File: src/rtl/sfs_pkg.sv
package sfs_pkg;
    localparam int WM_W   = 4;
    localparam int SLOT_W = 2;
    localparam int NFLAG  = 3;

    localparam logic [1:0] A_TXD = 2'd0;
    localparam logic [1:0] A_CLR = 2'd1;
    localparam logic [1:0] A_CTL = 2'd2;

    // status bit order: 0 underrun, 1 overrun, 2 frame sync error, 3 rdreq
    typedef struct packed {
        logic [3:0]        ie;
        logic [SLOT_W-1:0] slots;
        logic              rx_en;
        logic              tx_en;
        logic [WM_W-1:0]   wm;
    } ctl_t;
endpackage

File: src/rtl/sfs_fifo.sv
module sfs_fifo #(
    parameter int W     = 32,
    parameter int DEPTH = 16,
    localparam int AW   = $clog2(DEPTH),
    localparam int CW   = AW + 1
) (
    input  logic          clk,
    input  logic          rst_n,
    input  logic          push,
    input  logic [W-1:0]  din,
    input  logic          pop,
    output logic [W-1:0]  head,
    output logic [CW-1:0] count,
    output logic          full,
    output logic          empty
);
    typedef struct packed {
        logic [AW-1:0] wp;
        logic [AW-1:0] rp;
        logic [CW-1:0] cnt;
    } st_t;

    st_t st_q, st_d;
    logic [W-1:0] mem_q [DEPTH];
    logic do_push, do_pop;

    assign full  = (st_q.cnt == CW'(DEPTH));
    assign empty = (st_q.cnt == '0);
    assign count = st_q.cnt;
    assign head  = mem_q[st_q.rp];

    always_comb begin
        st_d    = st_q;
        do_push = push && !full;
        do_pop  = pop && !empty;
        if (do_push) st_d.wp = (st_q.wp == AW'(DEPTH - 1)) ? '0 : st_q.wp + 1'b1;
        if (do_pop)  st_d.rp = (st_q.rp == AW'(DEPTH - 1)) ? '0 : st_q.rp + 1'b1;
        if (do_push && !do_pop)      st_d.cnt = st_q.cnt + CW'(1);
        else if (do_pop && !do_push) st_d.cnt = st_q.cnt - CW'(1);
    end

    always_ff @(posedge clk or negedge rst_n) begin
        if (!rst_n) st_q <= '0;
        else        st_q <= st_d;
    end

    always_ff @(posedge clk) begin
        if (do_push) mem_q[st_q.wp] <= din;
    end
endmodule

File: src/rtl/sfs_frame_mon.sv
module sfs_frame_mon #(
    parameter int SLOT_W = 2,
    localparam int CW    = SLOT_W + 1
) (
    input  logic              clk,
    input  logic              rst_n,
    input  logic              arm,
    input  logic              fs,
    input  logic              xfer_done,
    input  logic [SLOT_W-1:0] slots,
    output logic              err
);
    typedef struct packed {
        logic          open;
        logic [CW-1:0] done;
    } st_t;

    st_t st_q, st_d;
    logic [CW-1:0] done_now;

    always_comb begin
        st_d     = st_q;
        done_now = st_q.done;
        if (xfer_done && st_q.done != '1) done_now = st_q.done + CW'(1);
        err = 1'b0;
        if (!arm) begin
            st_d = '0;
        end else if (fs) begin
            err       = st_q.open && (done_now < CW'(slots));
            st_d.open = 1'b1;
            st_d.done = '0;
        end else begin
            st_d.done = done_now;
        end
    end

    always_ff @(posedge clk or negedge rst_n) begin
        if (!rst_n) st_q <= '0;
        else        st_q <= st_d;
    end
endmodule

File: src/rtl/sfifo_stat.sv
module sfifo_stat
    import sfs_pkg::*;
#(
    parameter int DW    = 32,
    parameter int DEPTH = 16,
    localparam int CW   = $clog2(DEPTH) + 1
) (
    input  logic          clk,
    input  logic          rst_n,
    input  logic          wr_en,
    input  logic [1:0]    wr_addr,
    input  logic [DW-1:0] wr_data,
    input  logic          tx_load,
    output logic [DW-1:0] tx_word,
    input  logic          rx_push,
    input  logic [DW-1:0] rx_word,
    input  logic          rd_pop,
    output logic [DW-1:0] rd_data,
    input  logic          fs_pulse,
    input  logic          xfer_done,
    output logic [CW-1:0] tx_count,
    output logic [CW-1:0] rx_count,
    output logic [3:0]    status,
    output logic          tx_irq,
    output logic          rx_irq
);
    typedef struct packed {
        ctl_t            ctl;
        logic [NFLAG-1:0] err;
        logic [DW-1:0]   last;
    } st_t;

    st_t st_q, st_d;

    logic [DW-1:0] tx_head;
    logic          tx_full, tx_empty, rx_full, rx_empty;
    logic          fs_err;
    logic          txd_wr, clr_wr, ctl_wr;
    logic [NFLAG-1:0] set_ev, clr_ev;
    logic          rdreq;

    assign txd_wr = wr_en && (wr_addr == A_TXD);
    assign clr_wr = wr_en && (wr_addr == A_CLR);
    assign ctl_wr = wr_en && (wr_addr == A_CTL);

    sfs_fifo #(.W(DW), .DEPTH(DEPTH)) u_txq (
        .clk(clk), .rst_n(rst_n),
        .push(txd_wr), .din(wr_data), .pop(tx_load),
        .head(tx_head), .count(tx_count), .full(tx_full), .empty(tx_empty)
    );

    sfs_fifo #(.W(DW), .DEPTH(DEPTH)) u_rxq (
        .clk(clk), .rst_n(rst_n),
        .push(rx_push), .din(rx_word), .pop(rd_pop),
        .head(rd_data), .count(rx_count), .full(rx_full), .empty(rx_empty)
    );

    sfs_frame_mon #(.SLOT_W(SLOT_W)) u_fmon (
        .clk(clk), .rst_n(rst_n),
        .arm(st_q.ctl.tx_en || st_q.ctl.rx_en),
        .fs(fs_pulse), .xfer_done(xfer_done),
        .slots(st_q.ctl.slots), .err(fs_err)
    );

    always_comb begin
        st_d      = st_q;
        set_ev[0] = tx_load && tx_empty;
        set_ev[1] = txd_wr && tx_full;
        set_ev[2] = fs_err;
        clr_ev    = clr_wr ? wr_data[NFLAG-1:0] : '0;
        for (int i = 0; i < NFLAG; i++) begin
            st_d.err[i] = set_ev[i] || (st_q.err[i] && !clr_ev[i]);
        end
        if (ctl_wr) begin
            st_d.ctl.wm    = wr_data[WM_W-1:0];
            st_d.ctl.tx_en = wr_data[4];
            st_d.ctl.rx_en = wr_data[5];
            st_d.ctl.slots = wr_data[8 +: SLOT_W];
            st_d.ctl.ie    = wr_data[15:12];
        end
        if (tx_load && !tx_empty) st_d.last = tx_head;
    end

    always_ff @(posedge clk or negedge rst_n) begin
        if (!rst_n) st_q <= '0;
        else        st_q <= st_d;
    end

    assign rdreq   = rx_count > CW'(st_q.ctl.wm);
    assign status  = {rdreq, st_q.err};
    assign tx_word = st_q.last;
    assign tx_irq  = |(st_q.err & st_q.ctl.ie[NFLAG-1:0]);
    assign rx_irq  = rdreq && st_q.ctl.ie[3];
endmodule

File: config.mk
export PLATFORM = sky130hd
export DESIGN_NAME = sfifo_stat
export DESIGN_NICKNAME = d
export VERILOG_FILES = /design/src/rtl/sfs_pkg.sv /design/src/rtl/sfs_fifo.sv /design/src/rtl/sfs_frame_mon.sv /design/src/rtl/sfifo_stat.sv
export SDC_FILE = /design/constraint.sdc
export NUM_CORES = 1
export LEC_CHECK = 0
export BUFFER_PORTS_ARGS = -buffer_cell sky130_fd_sc_hd__buf_2
export CAP_MARGIN = 25
export CORE_AREA = 2 2 270 298
export DETAILED_ROUTE_END_ITERATION = 16
export DIE_AREA = 0 0 272 300
export GPL_TIMING_DRIVEN = 0
export MAX_ROUTING_LAYER = met4
export PLACE_DENSITY = 0.72
export SETUP_SLACK_MARGIN = 0.1
export SYNTH_ARGS = -nofsm -noshare
export SYNTH_HDL_FRONTEND = slang
export SYNTH_HIERARCHICAL = 1
export SYNTH_SLANG_ARGS = --single-unit
File: constraint.sdc
create_clock -name clk -period 4.5 [get_ports clk]
set_clock_uncertainty 0.05 [all_clocks]
set_input_delay 0.675 -clock clk [delete_from_list [all_inputs] [get_ports clk]]
set_output_delay 0.675 -clock clk [all_outputs]
set_load 0.05 [all_outputs]
### Yosys cells after proc, flatten, opt, wreduce, memory -nomap -nowiden

Memories as Yosys holds them, arrays and structs flattened. A register that Yosys moved wholly into a read port is not among the register bits.
Cells that the tools add are included.

* register bits: 45
* input bits: 74
* output and inout port bits: 80
* bits in latches: 0
* bits in writable memories: 1024
* memories kept: 2
* ROM bits: 0

* $add $sub $neg: 9
* multiply operators: 0
* divide/modulo/power cells: 0
* order comparisons: 2
* eq/ne operators: 10
* reduce and logical (&&, ||, !) cells: 41
* bitwise gates (word level): 1
* shift operators: 0
* mux-type cells: 19

Memory list
* u_rxq.mem_q: depth 16, bits a word 32, read ports 1, clocked after Yosys merged registers in 0, write ports 1, line sfs_fifo.sv:24 `logic [W-1:0] mem_q [DEPTH];`
* u_txq.mem_q: depth 16, bits a word 32, read ports 1, clocked after Yosys merged registers in 1, write ports 1, line sfs_fifo.sv:24

Operators with widths (count)
* 4-bit 2-to-1 mux: 5
* 5-bit 2-to-1 mux: 4
* 1-bit logical AND: 19
* 4-bit by 1-bit adder with 4-bit output (second input constant): 4
* 4-bit equality test (second input constant): 4
* 1-bit zero test: 12
* 5-bit by 1-bit adder with 5-bit output (second input constant): 2
* 5-bit equality test (second input constant): 2
* 5-bit zero test: 2
* 5-bit by 1-bit subtractor with 5-bit output (second input constant): 2
* 3-bit 2-to-1 mux: 3
* 1-bit 2-to-1 mux: 7
* 5-bit by 4-bit greater-than comparator with 1-bit output: 1
* 1-bit logical OR: 4
* 2-bit nonzero test: 2
* 3-bit by 1-bit adder with 3-bit output (second input constant): 1
* 3-bit bitwise AND: 1
* 3-bit by 2-bit less-than comparator with 1-bit output: 1
* 3-bit != test (second input constant): 1
* 3-bit OR reduction: 1
* 2-bit by 1-bit equality test with 1-bit output (second input constant): 1
* 2-bit equality test (second input constant): 1
* 2-bit zero test: 1
* 2-bit != test (second input constant): 1

### Logic depth before layout (Yosys ltp)

Gate-level depths: netlist (run 1).

* depth in word-level cells: 8
* mapped depth: 10
* depth with buffers taken out: 9

### Cells and area by module

Netlist (run 1), hierarchy kept.

By module, submodules not included
* sfs_fifo: sequential area each 15700.1 sq um, area each 20136.8 sq um, times used 2, cells an instance 895
* sfifo_stat: sequential area each 1176.1 sq um, area each 2357.3 sq um, times used 1, cells an instance 161
* sfs_frame_mon: sequential area each 100.1 sq um, area each 254.0 sq um, times used 1, cells an instance 21

### Least setup slack after synthesis (run 1)

Ideal clock, no wire load.

* kind: input -> register
* start: input wr_addr[1]
* end: memory u_txq.mem_q[0][0] (enable)
* slack: 382 ps
* buffers on the path: 1
* arrival: 3607 ps
* cell stages on the path: 5
* path through: nor3b_1 -> a21boi_1 -> buf_2 -> nand2_1 -> nor3_1

* cells in the longest elaborated chain, start to end: 5

RTL lines
* start: declaration: line sfifo_stat.sv:11 `input logic [1:0] wr_addr,`
* 2-bit zero test: line sfifo_stat.sv:42 `assign txd_wr = wr_en && (wr_addr == A_TXD);`
* 1-bit logical AND: line sfifo_stat.sv:42
* 1-bit logical AND: line sfs_fifo.sv:34 `do_push = push && !full;`
* net u_txq.do_push: line sfs_fifo.sv:25 `logic do_push, do_pop;`
* 1-bit 2-to-1 mux: line sfs_fifo.sv:48 `if (do_push) mem_q[st_q.wp] <= din;`
* 1-bit 2-to-1 mux (implied by the code): line sfs_fifo.sv:48
* end: declaration: line sfs_fifo.sv:24

The timed path passes the listed nets, and every way through them passes these cells.

### Worst setup path in the final report (run 1)

* start: register u_rxq/st_q[5] in the netlist's numbering
* end: output rd_data[26]

* cells in the longest elaborated chain, start to end: 1

RTL lines
* start: declaration: line sfs_fifo.sv:23 `st_t st_q, st_d;`
* start signal: assignment: line sfs_fifo.sv:44 `else st_q <= st_d;`
* memory 16 x 32 bit
* end: declaration: line sfifo_stat.sv:18 `output logic [DW-1:0] rd_data,`

Every way passes these cells.

==> out/metrics.csv, run 1 <==
metric,value,unit
coreArea,78500,um2
hold_viol_final,0,
syn_avg_cell_area,21.8,um2
power,32200,uW
crit_fanout,10,
fmax,256,MHz
clock_sinks,1101,
die_w,272,um
peakVddDrop,0.496,mV
area_delta_synth_final,15.7,%
final_util,0.632,
io_pins,154,
drive_gt1_frac,0.335,
max_stage_delay,0.66,ns
synth_warnings,6,
setup_violations,0,
port_buffers,153,
row_count,108,
syn_area,42900,um2
crit_required,3.77,ns
path_delay_family,buffers and inverters,
hold_path.class,input pin to flip-flop,
initial_core_util,0.546,
via_per_inst,6.11,
cts_buffers,104,
critical_path_class,flip-flop to output pin,
outcome,finished clean,
gp_congestion,0.767,
syn-num-nets,2073,
fin_setup_tns,0,ns
antenna_found_initial,5,
cts_setup_buffers,0,
routed_wirelength,96.4,mm
grt_pass1_vias,22100,
crit_slowest_cell,buf_1,
wl_per_cell,28.1,um
grtUsageTotal,0.247,
cts-resized-gates,0,
cp_data_arrival_time,3.18,ns
firstDrtPassIters,5,
drt_iter0_drc,2030,
powerDensity,650,nW/um2
vias,20900,
place_hpwl,61.2,mm
layout.nets,2390,
postRouteAntennaNets,0,
finalCritPeriodShare,0.867,
grt_max_degree,49,
htreeDepth,3,
setup_slack,0.599,ns
max_cap_viol_count,0,
tritoncts,yes,
cts_max_path_buffers,3,
clockRootBuffer,clkbuf_16,
die_h,300,um
worst_pin_slew,1.04,ns
hold_slack,0.231,ns
fin_crit,3.90,ns
end_kind,output pin,
overflow,0,
clk_pin_slew,0.06,ns
max_slew_margin,0.306,
clock_latency,0.68,ns
drc,0,
syn_inst,1970,
rsz0062_at_grt,false,
crit_path_cell_trace,"buf_6, buf_4, nand2b_1, buf_1, o22ai_1, nor2_1, buf_2",
grt_pass1_wl,142,mm
leakage,0.0165,uW
maxSlewViolCount,0,
worstSetupStartpointType,flip-flop,
die_area,81600,um2
pre_cts_slack,1.18,ns
cp_num_buf_inv,4,
==> per-layer routing <==
metal | wire (um) | share of wire | global-route usage
met2 | 52100 | 0.54 | 0.432
met3 | 6100 | 0.063 | 0.0352
met1 | 35400 | 0.37 | 0.299
met5 | 0 | 0 | -
met4 | 2800 | 0.029 | 0.0823
==> report_power, final <==
part / internal, uW / switching [uW]
sequential: 12000 / 364
combinational: 4390 / 6630
clock: 5120 / 3680
==> cells in the final DEF (no fill, tap or decap), drive strengths merged, types with 27 or more instances in the layout <==
cell / count
edfxtp: 1024
buf: 331
mux4: 256
clkbuf: 161
o22ai: 128
nor2: 94
dfrtp: 77
mux2: 48
clkinv: 47
nand2: 27
ha: 27
==> sequential cells by signal, summed over array words and instances, names as in the netlist <==
| register | count |
|---|---|
| status | 3 |
| u_rxq/count | 5 |
| u_txq/st_q | 8 |
| u_txq/mem_q | 512 |
| tx_word | 32 |
| u_fmon/st_q | 4 |
| u_rxq/mem_q | 512 |
| u_rxq/st_q | 8 |
| u_txq/count | 5 |
| st_q | 12 |
==> metrics by stage <==
step	cells	cell area, um2
4_1_cts	3422	49600
2_1_floorplan	1970	42900
5_1_grt	3426	49600
3_3_place_gp	3168	44900
3_5_place_dp	3225	46100
6_report	3429	49600
==> worst paths after layout <==
kind	startpoint	to	slack, ns	cells past startpoint
max	u_rxq/st_q[5]	rd_data[26]	0.60	7
min	fs_pulse	u_fmon/st_q[3]	0.23	2
max reg2reg	u_rxq/count[1]	u_rxq/count[4]	1.43	9
min reg2reg	u_fmon/st_q[3]	u_fmon/st_q[3]	0.45	1
max in group asynchronous	rst_n	u_rxq/st_q[9]	3.25	3
min in group asynchronous	rst_n	tx_word[9]	0.48	2
==> worst register-to-register path, cell delays in order (launching register included) <==
cell and delay (ns):
dfrtp_1 0.44, or4_4 0.57, o21ai_4 0.34, ha_1 0.35
inv_1 0.15, ha_1 0.31, nor2b_1 0.15, o21a_1 0.20
o2111ai_1 0.21, o311ai_0 0.16
==> layout make-up <==
cell class,count,area [um2]
Antenna cell,7,17.5
Buffer,149,1130
Clock buffer,133,2820
Clock inverter,63,652
Fill cell,5180,28900
Inverter,21,78.8
Multi-Input combinational cell,699,9210
Sequential cell,1101,32700
Tap cell,1045,1310
Timing Repair Buffer,211,1720
==> repair_timing <==
| item | CTS | global route |
|---|---|---|
| hold endpoints to repair | 29 | 0 |
| hold buffers | 1 | 0 |
| endpoints found under the setup margin | 0 | 0 |
No activity file was read; power rests on OpenSTA's default activity.
==> run 2, diff against run 1 <==
--- a/config.mk
+++ b/config.mk
@@ -12,7 +12,7 @@
 export DIE_AREA = 0 0 272 300
 export GPL_TIMING_DRIVEN = 0
 export MAX_ROUTING_LAYER = met4
-export PLACE_DENSITY = 0.72
+export PLACE_DENSITY = 0.71
 export SETUP_SLACK_MARGIN = 0.1
 export SYNTH_ARGS = -nofsm -noshare
 export SYNTH_HDL_FRONTEND = slang
==> run 2 against run 1 <==
- maximum frequency is 1.4% higher
- die area unchanged
- cell count barely moved
- count of clock-buffer cells in the layout increased by 6
- sequential share of layout area is essentially flat
- flip-flop and latch count is the same
==> out/metrics.csv, run 2 (synthesized netlist as in run 1, its figures left out) <==
metric,value,unit,change
hold_slack,0.211,ns,was 0.231 ns
r2r_slack,1.43,ns,about the same
fin_setup_tns,0,ns,unchanged
worstSetupStartpointType,flip-flop,,unchanged
cts_buffers,106,,was 104
fin_area,49600,um2,about the same
powerDensity,652,nW/um2,was 650 nW/um2
hold_viol_final,0,,unchanged
cts-resized-gates,0,,unchanged
reg2reg_from,u_txq/count[1],,was u_rxq/count[1]
htreeDepth,3,,unchanged
area_delta_synth_final,15.7,%,about the same
power.share.switching,0.333,,was 0.331
die_w,272,um,unchanged
drc,0,,unchanged
cp_data_arrival_time,3.12,ns,was 3.18 ns
fin_crit,3.85,ns,was 3.90 ns
hp-start,fs_pulse,,unchanged
grt_pass1_wl,142,mm,about the same
grtUsageTotal,0.248,,was 0.247
worst_pin_slew,0.988,ns,was 1.04 ns
p_switching,10800,uW,was 10700 uW
via_per_inst,6.10,,was 6.11
drive_gt1_frac,0.334,,was 0.335
wl_per_cell,28.2,um,was 28.1 um
leakage,0.0165,uW,about the same
finalNonFillerCells,3430,,was 3429
firstDrtPassIters,6,,was 5
crit_slowest_cell,buf_1,,unchanged
port_buffers,153,,unchanged
min_to,u_fmon/st_q[3],,unchanged
end_kind,output pin,,unchanged
die_area,81600,um2,unchanged
intPower,21600,uW,about the same
drt_iter0_drc,2058,,was 2030
critical_path_class,flip-flop to output pin,,unchanged
row_count,108,,unchanged
max_slew_margin,0.338,,was 0.306
fmax,260,MHz,was 256 MHz
cts_max_path_buffers,3,,unchanged
routed_wirelength,96.7,mm,was 96.4 mm
holdPathStages,2,,unchanged
crit_path_cell_trace,"buf_6, buf_4, nand2b_1, buf_1, o22ai_1, nor2_1, buf_2",,unchanged
max_cap_viol_count,0,,unchanged
power.share.sequential,0.384,,was 0.385
hold_path.class,input pin to flip-flop,,unchanged
layout.nets,2389,,was 2390
place_hpwl,61.1,mm,was 61.2 mm
finalCritPeriodShare,0.855,,was 0.867
postRouteAntennaNets,0,,unchanged
clk_pin_slew,0.06,ns,about the same
die_h,300,um,unchanged
maxSlewViolCount,0,,unchanged
clockPowerShare,0.276,,was 0.273
setup_violations,0,,unchanged
vias,20900,,about the same
rsz0062_at_grt,false,,unchanged
tritoncts,yes,,unchanged
gp_congestion,0.783,,was 0.767
crit_required,3.77,ns,about the same
final_cell_mix,"edfxtp_1 (1024), mux4_2 (232), buf_2 (178)",,unchanged
peakVddDrop,0.527,mV,was 0.496 mV
combinationalPowerShare,0.340,,was 0.342
grt_max_degree,42,,was 49
final_common_cell,edfxtp_1,,unchanged
dp_cells,3221,,was 3225
reg2reg_to,u_txq/count[4],,was u_rxq/count[4]
grt_pass1_vias,21800,,was 22100
max_stage_delay,0.62,ns,was 0.66 ns
placed_cell_area,46100,um2,about the same
multi_input_area,9210,um2,unchanged
r2r_cells,9,,unchanged
crit_fanout,10,,unchanged
overflow,0,,unchanged
outcome,finished clean,,unchanged
seq_area,32700,um2,unchanged
clockRootBuffer,clkbuf_16,,unchanged
fillCellCount,5179,,was 5180
clock_sinks,1101,,unchanged
antenna_found_initial,5,,unchanged
io_pins,154,,unchanged
initial_core_util,0.546,,unchanged
coreArea,78500,um2,unchanged
clock_latency,0.68,ns,about the same
## run 2: cell types whose count changed in the layout (fill, tap and decap cells not counted), moves of 5 or more
cell      change
buf_8         +8
buf_6        -11
buf_16        -5
buf_12        +5
clkbuf_1      +7
## run 2: through the flow
stage,setup WS [ns],util,total power (uW)
6_report,0.654,0.632,32400
5_1_grt,0.532,0.632,33600
4_1_cts,0.599,0.632,32600
3_5_place_dp,1.15,0.587,23700
3_3_place_gp,-2.43,0.573,23300
2_1_floorplan,0.382,-,20500
## run 2: worst max path at each step
| stage | start | endpoint | slack (ns) | depth (start not counted) |
|---|---|---|---|---|
| after floorplan | wr_addr[1] | u_txq/mem_q[0][0] | 0.38 | 5 |
| after global placement | wr_addr[1] | u_txq/mem_q[2][19] | -2.43 | 6 |
| after detailed placement | wr_addr[1] | u_txq/count[4] | 1.15 | 11 |
| after CTS | u_rxq/st_q[5] | rd_data[24] | 0.60 | 7 |
| after global routing | u_rxq/st_q[5] | rd_data[24] | 0.53 | 7 |
| final | u_rxq/st_q[5] | rd_data[25] | 0.65 | 7 |
## run 2: per-layer routing
| metal | track usage | part of all wire | up-vias |
|---|---|---|---|
| met4 | 0.0799 | 0.025 | 0 |
| met1 | 0.300 | 0.37 | 11100 |
| li1 | - | - | 8814 |
| met2 | 0.430 | 0.54 | 811 |
| met3 | 0.0384 | 0.062 | 163 |
| met5 | - | 0 | - |
## run 2: area by class of cell
cell class / count / share of cell area
Antenna cell: 7 / 0.000353
Multi-Input combinational cell: 699 / 0.186
Clock buffer: 139 / 0.0574
Inverter: 21 / 0.00159
Timing Repair Buffer: 208 / 0.0338
Clock inverter: 61 / 0.0136
Sequential cell: 1101 / 0.659
Tap cell: 1045 / 0.0264
Buffer: 149 / 0.0227
## run 2: power by group through the flow
stage          Combinational [uW]  Clock, uW  Sequential [uW]
6_report                    11000       8930            12400
5_1_grt                     11600       9470            12500
4_1_cts                     11100       9070            12400
3_5_place_dp                11100          0            12600
3_3_place_gp                10600          0            12600
2_1_floorplan                8020          0            12500
## run 2: critical path: cells and delay by family (launching register included)
kind            cells  cell delay, ns
simple gates        2            0.58
buf+inv             4            1.31
compound gates      1            0.17
flops               1            0.38
## run 2: repair_timing
action,4_1_cts,5_1_grt
setup buffers,0,0
hold endpoints to repair,40,0
hold buffers,1,0
==> run 3, diff against run 2 <==
--- a/config.mk
+++ b/config.mk
@@ -12,7 +12,7 @@
 export DIE_AREA = 0 0 272 300
 export GPL_TIMING_DRIVEN = 0
 export MAX_ROUTING_LAYER = met4
-export PLACE_DENSITY = 0.71
+export PLACE_DENSITY = 0.73
 export SETUP_SLACK_MARGIN = 0.1
 export SYNTH_ARGS = -nofsm -noshare
 export SYNTH_HDL_FRONTEND = slang
==> constraint.sdc (replaced) <==
create_clock -name clk -period 3.4 [get_ports clk]
set_clock_uncertainty 0.05 [all_clocks]
set_input_delay 0.51 -clock clk [delete_from_list [all_inputs] [get_ports clk]]
set_output_delay 0.51 -clock clk [all_outputs]
set_load 0.05 [all_outputs]
==> run 3 against run 2 <==
- largest power group unchanged
- flip-flop and latch count is the same
- critical path type unchanged
- via count up 0.90%
- worst hold slack got worse by 0.16 ns
- clock power rose by 27%
- design area up 0.13%
- non-clock buffer count fell by 11
- first-iteration DRC count decreased by 0.34%
- critical endpoint is now rd_data[0]
- cell count is 0.52% lower
==> out/metrics.csv, run 3 (synthesized netlist as in run 1, its figures left out) <==
metric,value,unit,change
outcome,finished clean,,unchanged
grtUsageTotal,0.249,,was 0.248
crit_required,2.84,ns,was 3.77 ns
setup_slack,0.0917,ns,was 0.654 ns
setup_violations,0,,unchanged
clockRootBuffer,clkbuf_16,,unchanged
final_util,0.633,,was 0.632
htreeDepth,3,,unchanged
layout.nets,2377,,was 2389
r2r_cells,9,,unchanged
antenna_found_initial,8,,was 5
row_count,108,,unchanged
clock_sinks,1101,,unchanged
drc,0,,unchanged
firstDrtPassIters,5,,was 6
die_area,81600,um2,unchanged
worst_pin_slew,1.01,ns,was 0.988 ns
clk_pin_slew,0.06,ns,about the same
reg2reg_from,u_txq/count[1],,unchanged
hold_slack,0.0513,ns,was 0.211 ns
drt_iter0_drc,2051,,was 2058
powerDensity,856,nW/um2,was 652 nW/um2
gp_congestion,0.786,,was 0.783
coreArea,78500,um2,unchanged
routed_wirelength,97.0,mm,was 96.7 mm
cts_max_path_buffers,3,,unchanged
final_common_cell,edfxtp_1,,unchanged
max_slew_margin,0.328,,was 0.338
r2r_slack,0.27,ns,was 1.43 ns
hold_viol_final,0,,unchanged
grt_max_degree,51,,was 42
clock_latency,0.68,ns,about the same
io_pins,154,,unchanged
max_cap_viol_count,0,,unchanged
die_w,272,um,unchanged
pre_cts_slack,0.0744,ns,was 1.15 ns
tritoncts,yes,,unchanged
vias,21100,,was 20900
die_h,300,um,unchanged
cp_data_arrival_time,2.75,ns,was 3.12 ns
cts_buffers,105,,was 106
final_cell_mix,"edfxtp_1 (1024), mux4_2 (232), buf_2 (162)",,"was edfxtp_1 (1024), mux4_2 (232), buf_2 (178)"
worstSetupStartpointType,flip-flop,,unchanged
critical_path_class,flip-flop to output pin,,unchanged
maxSlewViolCount,0,,unchanged
crit_start,u_rxq/st_q[8],,was u_rxq/st_q[5]
postRouteAntennaNets,0,,unchanged
grt_pass1_vias,21800,,about the same
wl_per_cell,28.4,um,was 28.2 um
port_buffers,153,,unchanged
drive_gt1_frac,0.340,,was 0.334
crit_path_end,rd_data[0],,was rd_data[25]
area_delta_synth_final,15.9,%,was 15.7%
fin_crit,3.31,ns,
end_kind,output pin,,unchanged
crit_fanout,10,,unchanged
fillCellCount,5146,,was 5179
rsz0062_at_grt,true,,was false
grt_pass1_wl,143,mm,was 142 mm
overflow,0,,unchanged
leakage,0.0165,uW,about the same
place_hpwl,60.4,mm,was 61.1 mm
peakVddDrop,0.670,mV,was 0.527 mV
reg2reg_to,u_txq/count[4],,unchanged
hold_path.class,input pin to flip-flop,,unchanged
initial_core_util,0.546,,unchanged
via_per_inst,6.19,,was 6.10
fmax,302,MHz,
finalCritPeriodShare,0.973,,
[run 3: cell types whose count changed in the layout (fill, tap and decap cells not counted), moves of 8 or more]
cell,before,now
nor3_4,0,8
buf_2,178,162
clkbuf_4,0,10
nor3_2,8,0
clkbuf_1,55,33
buf_4,62,70
clkbuf_2,0,8
buf_6,24,12
buf_16,5,23
[run 3: layer usage]
metal / wire [um] / GRT usage / share of wire
met5: 0 / - / 0
met4: 3010 / 0.0842 / 0.031
met3: 6500 / 0.0402 / 0.067
met2: 52100 / 0.430 / 0.54
met1: 35500 / 0.300 / 0.37
[run 3: area by class of cell]
| type | instances | area (um2) | share of cell area |
|---|---|---|---|
| antenna | 8 | 20.0 | 0.000403 |
| buffer | 149 | 1200 | 0.0241 |
| clock buffer | 128 | 2780 | 0.0559 |
| clock inverter | 64 | 553 | 0.0111 |
| inverter | 21 | 78.8 | 0.00159 |
| multi-input combinational | 699 | 9280 | 0.187 |
| sequential | 1101 | 32700 | 0.658 |
| tap | 1045 | 1310 | 0.0263 |
| timing repair buffer | 197 | 1800 | 0.0362 |
[run 3: worst min path at each step]
| stage | from | to | cells past startpoint |
|---|---|---|---|
| finish | fs_pulse | u_fmon/st_q[3] | 2 |
| detailed placement | tx_word[29] | tx_word[29] | 1 |
| global route | fs_pulse | u_fmon/st_q[3] | 2 |
| CTS | fs_pulse | u_fmon/st_q[3] | 2 |
| global placement | u_fmon/st_q[3] | u_fmon/st_q[3] | 1 |
| floorplan | rst_n | st_q[35] | 0 |
[run 3: stage by stage]
stage | TNS [ns] | std cells | instance area [um2] | power [uW]
2_1_floorplan | 0 | 1970 | 42900 | 27200
3_3_place_gp | -1395.33 | 3168 | 45000 | 30700
3_5_place_dp | 0 | 3211 | 46200 | 31400
4_1_cts | 0 | 3404 | 49600 | 42800
5_1_grt | 0 | 3410 | 49700 | 44100
6_report | 0 | 3412 | 49700 | 42500
[run 3: power breakdown]
group,internal (uW),total [uW],switching [uW]
registers,15900,16400,476
logic,5970,14800,8870
clock network,6350,11300,4930
total,28300,42500,14300
[run 3: worst max-delay path, stage by stage, from the launching register on]
cell,delay [ns]
dfrtp_1,0.45
nand2b_1,0.14
buf_1,0.31
clkbuf_2,0.39
o22ai_1,0.13
nor2_1,0.30
buf_2,0.34
[run 3: repair_timing]
item                                   4_1_cts  5_1_grt
setup endpoints to repair                   32       25
buffers inserted                             0        0
hold buffers                                 1        0
pin swaps                                    0        0
endpoints found under the hold margin       27        0
resized for setup                           31       16
